## config.mk

```make
export PLATFORM = sky130hd
export DESIGN_NAME = sdma_engine
export DESIGN_NICKNAME = d
export VERILOG_FILES = /design/src/rtl/sdma_pkg.sv /design/src/rtl/sdma_cfg_regs.sv /design/src/rtl/sdma_seq.sv /design/src/rtl/sdma_engine.sv
export SDC_FILE = /design/constraint.sdc
export NUM_CORES = 1
export LEC_CHECK = 0
export CORE_MARGIN = 2
export CORE_UTILIZATION = 25
export DETAILED_ROUTE_END_ITERATION = 16
export PLACE_DENSITY = 0.59
export REMOVE_ABC_BUFFERS = 1
export SYNTH_ARGS = -nofsm -noshare
export SYNTH_HDL_FRONTEND = slang
export SYNTH_HIERARCHICAL = 1
export SYNTH_SLANG_ARGS = --single-unit
```

## constraint.sdc

```tcl
create_clock -name clk -period 5.9 [get_ports clk]
set_input_delay 0.885 -clock clk [delete_from_list [all_inputs] [get_ports clk]]
set_output_delay 0.885 -clock clk [all_outputs]
set_load 0.05 [all_outputs]
```

## src/rtl/sdma_pkg.sv

```systemverilog
package sdma_pkg;
   localparam int DATA_W  = 64;
   localparam int ALIGN_W = 3;

   // register indices seen on cfg_idx
   localparam logic [2:0] IDX_MODE    = 3'd0;
   localparam logic [2:0] IDX_CTRL    = 3'd1;
   localparam logic [2:0] IDX_ADDR_LO = 3'd2;
   localparam logic [2:0] IDX_ADDR_HI = 3'd3;
   localparam logic [2:0] IDX_CHRST   = 3'd4;
   localparam logic [2:0] IDX_BLOCKS  = 3'd5;

   // field positions inside the written words
   localparam int MODE_INC_BIT = 0;
   localparam int MODE_WID_LSB = 4;
   localparam int MODE_DIR_LSB = 16;
   localparam int CTRL_GO_BIT  = 0;
   localparam int CHRST_LSB    = 8;

   typedef struct packed {
      logic [1:0] dir;
      logic [1:0] wid;
      logic       inc;
   } mode_t;

   typedef enum logic [1:0] {
      ST_IDLE = 2'd0,
      ST_WAIT = 2'd1,
      ST_BUS  = 2'd2
   } seq_state_e;
endpackage

```

## src/rtl/sdma_cfg_regs.sv

```systemverilog
module sdma_cfg_regs
   import sdma_pkg::*;
#(
   parameter int ADDR_W   = 64,
   parameter int BLKCNT_W = 16
) (
   input  logic                clk,
   input  logic                rst_n,
   input  logic                cfg_we,
   input  logic [2:0]          cfg_idx,
   input  logic [31:0]         cfg_wdata,
   output mode_t               mode,
   output logic [ADDR_W-1:0]   start_addr,
   output logic [BLKCNT_W-1:0] blocks,
   output logic [1:0]          chan_rst_n,
   output logic                go
);
   logic [31:0] addr_lo_q;

   always_ff @(posedge clk or negedge rst_n) begin
      if (!rst_n) begin
         mode       <= '0;
         addr_lo_q  <= '0;
         blocks     <= '0;
         chan_rst_n <= 2'b11;
      end else if (cfg_we) begin
         unique case (cfg_idx)
            IDX_MODE: begin
               mode.dir <= cfg_wdata[MODE_DIR_LSB +: 2];
               mode.wid <= cfg_wdata[MODE_WID_LSB +: 2];
               mode.inc <= cfg_wdata[MODE_INC_BIT];
            end
            IDX_ADDR_LO: addr_lo_q  <= cfg_wdata;
            IDX_CHRST:   chan_rst_n <= cfg_wdata[CHRST_LSB +: 2];
            IDX_BLOCKS:  blocks     <= cfg_wdata[BLKCNT_W-1:0];
            default: ;
         endcase
      end
   end

   // the high word exists only when the address is wider than 32 bits
   generate
      if (ADDR_W > 32) begin : g_hi
         logic [ADDR_W-33:0] addr_hi_q;
         always_ff @(posedge clk or negedge rst_n) begin
            if (!rst_n)
               addr_hi_q <= '0;
            else if (cfg_we && cfg_idx == IDX_ADDR_HI)
               addr_hi_q <= cfg_wdata[ADDR_W-33:0];
         end
         assign start_addr = {addr_hi_q, addr_lo_q};
      end else begin : g_lo_only
         assign start_addr = addr_lo_q[ADDR_W-1:0];
      end
   endgenerate

   assign go = cfg_we && (cfg_idx == IDX_CTRL) && cfg_wdata[CTRL_GO_BIT];

   logic spare_unused;
   assign spare_unused = ^{cfg_wdata[31:18], cfg_wdata[15:10], cfg_wdata[7:6], cfg_wdata[3:1]};
endmodule

```

## src/rtl/sdma_seq.sv

```systemverilog
module sdma_seq
   import sdma_pkg::*;
#(
   parameter int ADDR_W    = 64,
   parameter int BLKCNT_W  = 16,
   parameter int BLK_SHIFT = 9
) (
   input  logic                clk,
   input  logic                rst_n,
   input  logic                go,
   input  mode_t               mode,
   input  logic [ADDR_W-1:0]   start_addr,
   input  logic [BLKCNT_W-1:0] blocks,
   input  logic [1:0]          chan_rst_n,
   output logic                mem_req,
   output logic                mem_we,
   output logic [1:0]          mem_size,
   output logic [ADDR_W-1:0]   mem_addr,
   output logic [DATA_W-1:0]   mem_wdata,
   input  logic                mem_ack,
   input  logic                fifo_wr_full,
   output logic                fifo_wr_en,
   input  logic                fifo_rd_empty,
   output logic                fifo_rd_en,
   input  logic [DATA_W-1:0]   fifo_rd_data,
   output logic                busy,
   output logic                done,
   output logic                err
);
   localparam int CNT_W = BLKCNT_W + BLK_SHIFT;

   seq_state_e        st_q;
   logic              dir_q, inc_q;
   logic [1:0]        wid_q;
   logic [ADDR_W-1:0] addr_q;
   logic [CNT_W-1:0]  left_q;
   logic [DATA_W-1:0] wdata_q;
   logic              done_q, err_q;

   logic              chan_ok, flow_ok, last_beat, start_bad;
   logic [CNT_W-1:0]  step_bytes, total_bytes;
   logic [ADDR_W-1:0] step_addr;

   always_comb begin
      chan_ok     = chan_rst_n[dir_q];
      flow_ok     = dir_q ? !fifo_rd_empty : !fifo_wr_full;
      step_bytes  = CNT_W'(1) << wid_q;
      step_addr   = ADDR_W'(1) << wid_q;
      total_bytes = CNT_W'(blocks) << BLK_SHIFT;
      last_beat   = (left_q == step_bytes);
      start_bad   = (start_addr[ALIGN_W-1:0] != '0) || mode.dir[1] || (blocks == '0);
   end

   always_ff @(posedge clk or negedge rst_n) begin
      if (!rst_n) begin
         st_q    <= ST_IDLE;
         dir_q   <= 1'b0;
         inc_q   <= 1'b0;
         wid_q   <= '0;
         addr_q  <= '0;
         left_q  <= '0;
         wdata_q <= '0;
         done_q  <= 1'b0;
         err_q   <= 1'b0;
      end else begin
         done_q <= 1'b0;
         unique case (st_q)
            ST_IDLE: begin
               if (go) begin
                  if (start_bad) begin
                     err_q <= 1'b1;
                  end else if (chan_rst_n[mode.dir[0]]) begin
                     err_q  <= 1'b0;
                     dir_q  <= mode.dir[0];
                     wid_q  <= mode.wid;
                     inc_q  <= mode.inc;
                     addr_q <= start_addr;
                     left_q <= total_bytes;
                     st_q   <= ST_WAIT;
                  end
               end
            end
            ST_WAIT: begin
               if (!chan_ok) begin
                  st_q <= ST_IDLE;
               end else if (flow_ok) begin
                  if (dir_q) wdata_q <= fifo_rd_data;
                  st_q <= ST_BUS;
               end
            end
            ST_BUS: begin
               if (!chan_ok) begin
                  st_q <= ST_IDLE;
               end else if (mem_ack) begin
                  left_q <= left_q - step_bytes;
                  if (inc_q) addr_q <= addr_q + step_addr;
                  if (last_beat) begin
                     done_q <= 1'b1;
                     st_q   <= ST_IDLE;
                  end else begin
                     st_q <= ST_WAIT;
                  end
               end
            end
            default: st_q <= ST_IDLE;
         endcase
      end
   end

   assign mem_req    = (st_q == ST_BUS);
   assign mem_we     = dir_q;
   assign mem_size   = wid_q;
   assign mem_addr   = addr_q;
   assign mem_wdata  = wdata_q;
   assign fifo_rd_en = (st_q == ST_WAIT) && dir_q && chan_ok && !fifo_rd_empty;
   assign fifo_wr_en = (st_q == ST_BUS) && !dir_q && chan_ok && mem_ack;
   assign busy       = (st_q != ST_IDLE);
   assign done       = done_q;
   assign err        = err_q;
endmodule

```

## src/rtl/sdma_engine.sv

```systemverilog
module sdma_engine
   import sdma_pkg::*;
#(
   parameter int ADDR_W    = 64,
   parameter int BLK_BYTES = 512,
   parameter int BLKCNT_W  = 16
) (
   input  logic              clk,
   input  logic              rst_n,
   input  logic              cfg_we,
   input  logic [2:0]        cfg_idx,
   input  logic [31:0]       cfg_wdata,
   output logic              mem_req,
   output logic              mem_we,
   output logic [1:0]        mem_size,
   output logic [ADDR_W-1:0] mem_addr,
   output logic [63:0]       mem_wdata,
   input  logic              mem_ack,
   input  logic [63:0]       mem_rdata,
   input  logic              fifo_wr_full,
   output logic              fifo_wr_en,
   output logic [63:0]       fifo_wr_data,
   input  logic              fifo_rd_empty,
   output logic              fifo_rd_en,
   input  logic [63:0]       fifo_rd_data,
   output logic              busy,
   output logic              done,
   output logic              err
);
   localparam int BLK_SHIFT = $clog2(BLK_BYTES);

   generate
      if (ADDR_W < 32 || ADDR_W > 64) begin : g_bad_addr
         $error("sdma_engine: ADDR_W must lie in 32..64");
      end
      if (BLK_BYTES < 8 || (1 << BLK_SHIFT) != BLK_BYTES) begin : g_bad_blk
         $error("sdma_engine: BLK_BYTES must be a power of two of at least 8");
      end
      if (BLKCNT_W < 1 || BLKCNT_W > 32) begin : g_bad_cnt
         $error("sdma_engine: BLKCNT_W must lie in 1..32");
      end
   endgenerate

   mode_t               mode;
   logic [ADDR_W-1:0]   start_addr;
   logic [BLKCNT_W-1:0] blocks;
   logic [1:0]          chan_rst_n;
   logic                go;

   sdma_cfg_regs #(.ADDR_W(ADDR_W), .BLKCNT_W(BLKCNT_W)) u_regs (
      .clk        (clk),
      .rst_n      (rst_n),
      .cfg_we     (cfg_we),
      .cfg_idx    (cfg_idx),
      .cfg_wdata  (cfg_wdata),
      .mode       (mode),
      .start_addr (start_addr),
      .blocks     (blocks),
      .chan_rst_n (chan_rst_n),
      .go         (go)
   );

   sdma_seq #(.ADDR_W(ADDR_W), .BLKCNT_W(BLKCNT_W), .BLK_SHIFT(BLK_SHIFT)) u_seq (
      .clk           (clk),
      .rst_n         (rst_n),
      .go            (go),
      .mode          (mode),
      .start_addr    (start_addr),
      .blocks        (blocks),
      .chan_rst_n    (chan_rst_n),
      .mem_req       (mem_req),
      .mem_we        (mem_we),
      .mem_size      (mem_size),
      .mem_addr      (mem_addr),
      .mem_wdata     (mem_wdata),
      .mem_ack       (mem_ack),
      .fifo_wr_full  (fifo_wr_full),
      .fifo_wr_en    (fifo_wr_en),
      .fifo_rd_empty (fifo_rd_empty),
      .fifo_rd_en    (fifo_rd_en),
      .fifo_rd_data  (fifo_rd_data),
      .busy          (busy),
      .done          (done),
      .err           (err)
   );

   assign fifo_wr_data = mem_rdata;
endmodule

```

After elaboration in Yosys (flattened, before gate mapping)
Index checks and enable logic that the tools add are counted.
{ "op_classes": {"addsub": 2, "magnitude_cmp": 2, "eq_ne": 16, "shift": 2, "muxes": 33, "n_bitwise": 1, "reduce_logical": 31} }
{ "ops": {"columns": ["operator", "n"], "rows": [
  ["2-to-1 mux 64 bit", 6],
  ["case mux 64 bit (2 select lines)", 1],
  ["2-to-1 mux 25 bit", 5],
  ["adder 64 bit", 1],
  ["left shift 1 x 2 -> 64 bit, first input constant", 1],
  ["case mux 25 bit (2 select lines)", 1],
  ["equality test 25 bit", 1],
  ["left shift 1 x 2 -> 25 bit, first input constant", 1],
  ["subtractor 25 bit", 1],
  ["logical NOT 16 bit", 1],
  ["2-to-1 mux 2 bit", 7],
  ["2-to-1 mux 1 bit", 12],
  ["logical AND 1 bit", 9],
  ["!= test 2 x 1 -> 1 bit, second input constant", 4],
  ["AND reduction 2 bit", 4],
  ["AND reduction 4 bit", 2],
  ["AND reduction 7 bit", 1],
  ["equality test 3 x 2 -> 1 bit, second input constant", 2],
  ["equality test 3 bit, second input constant", 2],
  ["!= test 3 bit, second input constant", 2],
  ["case mux 2 bit (3 select lines)", 1],
  ["AND reduction 6 bit", 1],
  ["nonzero test 2 bit", 3],
  ["AND reduction 5 bit", 1],
  ["12 further kinds", 17]
]} }
{ "word_totals": {"reg_bits": 248, "inputBits": 169, "out_inout_bits": 201, "wordCells": 103} }

Longest topological paths before layout
{ "logic_depth": {"word_depth": 6, "mapped_depth": 11, "ltp_nobuf": 10} }

Modules after synthesis
Netlist, hierarchy kept.
{ "modules_own_cells": {"columns": ["mod", "n_inst", "cells_each", "area_per_inst_um2", "seq_area_each_um2"], "rows": [
  ["sdma_seq", 1, 943, 8829.7, 4028.9],
  ["sdma_cfg_regs", 1, 189, 3318.2, 2179.6],
  ["sdma_engine", 1, 64, 480.5, 0.0]
]} }

Worst setup path after synthesis
Ideal clock, no wire load.
{ "synth_timing": {"kind": "input to register", "from": "input cfg_idx[1]", "to": "register u_seq.addr_q[60], in the netlist u_seq/mem_addr[60]", "arrival_time_ns": 3.191, "t_required_ns": 5.780, "slack_ns": 2.589, "path_stages": 9, "cell_sequence": "nand3b_1 > nor3b_1 > or3b_2 > nor3b_1 > and2_1 > clkbuf_1 > o21ai_0 > or4_1 > and3_1"} }
{ "synth_between": {"elab_chain_len": 5} }
{ "synth_lines": {"columns": ["item", "line_no", "rtl"], "rows": [
  ["from (decl)", "sdma_engine.sv:11", "input logic [2:0] cfg_idx,"],
  ["equality test 3 x 1 -> 1 bit", "sdma_cfg_regs.sv:57", "assign go = cfg_we && (cfg_idx == IDX_CTRL) && cfg_wdata[CTRL_GO_BIT];"],
  ["logical AND 1 bit (2 in a row)", "sdma_cfg_regs.sv:57", null],
  ["via go", "sdma_engine.sv:48", "logic go;"],
  ["!= test 2 bit (no line)", null, null],
  ["AND reduction 7 bit (no line)", null, null],
  ["to (signal assigned)", "sdma_seq.sv:77", "addr_q <= start_addr;"],
  ["to (signal assigned)", "sdma_seq.sv:96", "if (inc_q) addr_q <= addr_q + step_addr;"],
  ["to (decl)", "sdma_seq.sv:35", "logic [ADDR_W-1:0] addr_q;"]
]} }
The timed path passes the listed nets, and every way through them passes these cells.
A chain may end at the register's enable or synchronous reset.

Worst setup path after layout
{ "layout_timing": {"from": "register u_seq.st_q[0]", "to": "output mem_req"} }
{ "layout_between": {"elab_chain_len": 1} }
{ "layout_lines": {"columns": ["item", "line_no", "rtl"], "rows": [
  ["from (decl)", "sdma_seq.sv:32", "seq_state_e st_q;"],
  ["from (signal assigned)", "sdma_seq.sv:56", "st_q <= ST_IDLE;"],
  ["from (signal assigned)", "sdma_seq.sv:79", "st_q <= ST_WAIT;"],
  ["from (signal assigned)", "sdma_seq.sv:85", "st_q <= ST_IDLE;"],
  ["equality test 2 bit", "sdma_seq.sv:110", "assign mem_req = (st_q == ST_BUS);"],
  ["to (decl)", "sdma_engine.sv:13", "output logic mem_req,"]
]} }
No other way between the ends.

==> run summary <==
## Route
• 0 — DRC violation count after routing
• 0 — antenna-violating nets left
• 996 — initial drt markers
• 24.3 µm — detail-routed net length per standard cell
• 5.18 — vias per cell
• 10634 — total via count in the routed design
• 50000 µm — Routed WL
• 5 — router iterations before antenna repair

## STA
• 0 — final setup violation count
• 0 — number of failing hold endpoints at the final stage
• 4.38 ns — Final Critical Period
• 0.346 ns — tightest hold margin
• 74.2% — final period utilization
• 17.7% — worst relative slew slack
• 228 MHz — maximum achievable frequency
• 0.0215 ns — Post-Route Skew
• 0 ns — summed negative setup slack over all endpoints
• 1.20 ns — actual slew at the worst max-slew pin
• no — setup repair after global routing missed its margin
• 0 — count of pins over their slew limit

## Power
• 5.73 mW — Design Power
• 350 nW/µm² — Power Density
• 6.60 nW — Static Leakage
• 0.000213 V — IR Drop Worst-Case VDD

## Die
• 52300 µm² — area enclosed by the die boundary
• 50000 µm² — area of the placeable core
• 229 µm — vertical die dimension
• 25.3% — effective utilization at floorplan
• 82 — Placement Rows
• 229 µm — Die X-Extent
• 370 — # IOs

## GRT
• 10515 — vias in the first global route
• 73700 µm — first-pass GRT wire length
• 1 — antenna violations before repair
• 0 — grt total ovfl
• 112 — largest net degree at the start of global routing
• 18.8% — combined global-route utilization of all metal layers

## Final layout
• 5093 — final-layout fill cell count
• 6210 µm² — area taken by flip-flops and latches
• 16400 µm² — post-route standard cell area excluding fillers
• 0 — antenna diode count
• 2054 — final cell count without fillers
• 17.4% — share of post-route cells with drive strength above 1
• 5620 µm² — area of combinational cells with multiple inputs
• 29.7% — area growth from synthesis to layout
• 1539 — final net count

## Hold path
• in2async — min-delay worst type

## Setup path
• register — Setup crit start kind
• 2.24 ns — register-to-register setup slack
• output port — Worst Setup End Kind
• 5.02 ns — WP data required
• reg2out — worst setup path category
• 78 — CP max FO
• 3.49 ns — critical path data arrival time

## Synth
• 100% — share of async-settable or async-resettable flops after synthesis
• dfrtp_1 49%, mux2_2 13%, buf_4 3.9% — most area-consuming cells after synthesis
• 6 — Yosys Warn Count
• 48.7% — share of Yosys cell area claimed by the top area cell type
• 0 — Post-synth EDFFs
• 246 x dfrtp_1, 145 x mux2_2, 95 x nand2_1, 88 x a21oi_1, 74 x nor2_1 — most used standard cells in the synthesized netlist
• dfrtp_1 — cell type with the highest aggregate area in the netlist
• 12600 µm² — area of the mapped netlist
• 10.6 µm² — synthesized area divided by synthesized cell count
• dfrtp_1 — commonest register cell after synthesis
• 49.2% — share of synthesized area occupied by flip-flops and latches
• 1196 — number of standard cells after synthesis
• 248 — post-synthesis sequential element count
• dfrtp_1 — count leader, synth
• 75 — number of distinct library cell variants in the gate-level netlist after synthesis

## Clock network
• 248 — CTS Sinks
• clkbuf_16 — clock tree root driver cell
• yes — CTS tree
• 0 — hold buffer count at cts
• 0 — number of buffers added for setup after CTS
• 30 — CTS buffer count
• 3 — maximum buffer depth of the clock tree
• 0.06 ns — Worst-path clk slew
• 0.59 ns — insertion delay to the later sink of the worst-skew pair
• 0 — CTS resizes
• 1 — count of H-tree levels built during CTS

## Placed design
• 241 — count of port buffers added during placement
• 0.891 — Placer Congestion
• 15300 µm² — Placed Instance Area
• 1999 — placed instance count
• 37000 µm — half-perimeter wire length after placement

## Run
• 0 — total of max-cap violations

## Outcome
• finished, final reports clean — outcome

flip-flops by register name, summed over array words and instances, names as in the netlist:
register and flops:
u_regs/blocks 16, u_seq/err 1, u_seq/st_q 2, u_regs/chan_rst_n 2, u_seq/left_q 25, u_seq/mem_we 1, u_regs/addr_lo_q 32, u_regs/g_hi.addr_hi_q 32
u_seq/done 1, u_seq/inc_q 1, u_seq/mem_size 2, u_seq/mem_addr 64, u_regs/mode 5, u_seq/mem_wdata 64
power breakdown:
group / internal (mW) / switching, mW / total [mW] / leakage [nW]
sequential: 1.99 / 0.339 / 2.33 / 3.13
combinational: 0.561 / 0.830 / 1.39 / 2.94
clock: 1.26 / 0.759 / 2.02 / 0.526
placed cells by master, fill, tap and decap left out, types with 9 or more instances in the layout:
cell / instances
o22a_1: 16
and3_1: 10
ha_1: 9
a21oi_1: 88
clkbuf_16: 30
clkdlybuf4s50_1: 240
o22ai_1: 16
nor3_1: 24
or3_1: 15
nor2_1: 72
mux2_2: 145
o21ai_0: 52
nand3_1: 36
dfrtp_1: 246
a31oi_1: 9
inv_1: 16
nand4_1: 29
buf_4: 18
a21o_1: 9
a2bb2oi_1: 14
nand2_1: 95
nor4_1: 18
through the flow:
step / util [%] / worst slack, ns
2_1_floorplan: - / -1.85
3_3_place_gp: 30.6 / 1.46
3_5_place_dp: 30.6 / 1.50
4_1_cts: 32.8 / 1.52
5_1_grt: 32.8 / 1.32
6_report: 32.8 / 1.52
layer usage:
layer  up-vias  routed length, µm  global-route usage, %
li1       4689                  -                      -
met1      5314              22200                   26.2
met2       567              20700                   26.1
met3        56               6120                   8.76
met4         8                718                   3.55
met5         -                290                   3.31
layout make-up:
cell class	instances	area share, %
flip-flops and latches	248	37.9
repair buffers	260	15.7
well taps	672	5.13
multi-input cells	802	34.3
clock inverters	13	1.42
inverters	17	0.405
clock buffers	42	5.16
worst max-delay path, stage by stage, from the launching register on:
cell and delay (ns):
dfrtp_1 0.41, nand2b_2 0.22, inv_4 0.53, buf_4 0.75
clkdlybuf4s50_1 0.94
worst paths after layout:
path	start	depth (start not counted)	to
worst max register to register	u_seq/mem_size[1]	10	u_seq/left_q[22]
worst min register to register	u_regs/addr_lo_q[10]	1	u_regs/addr_lo_q[10]
worst min-delay path	rst_n	1	u_seq/st_q[1]
worst max-delay path	u_seq/st_q[0]	4	mem_req
max in group asynchronous	rst_n	2	u_seq/mem_wdata[47]
min in group clk	u_regs/addr_lo_q[10]	1	u_regs/addr_lo_q[10]
cells by family after synthesis:
kind of cell             share of synthesized area, %
buffers and inverters                            6.66
multiplexers                                     14.1
flip-flops                                       49.2
AND/OR/NAND/NOR                                  14.6
adder cells (fa/ha/maj)                          1.21
AO/OA/AOI/OAI                                    13.8
XOR/XNOR                                        0.416
Note: power is estimated with default switching activity, not from simulation.
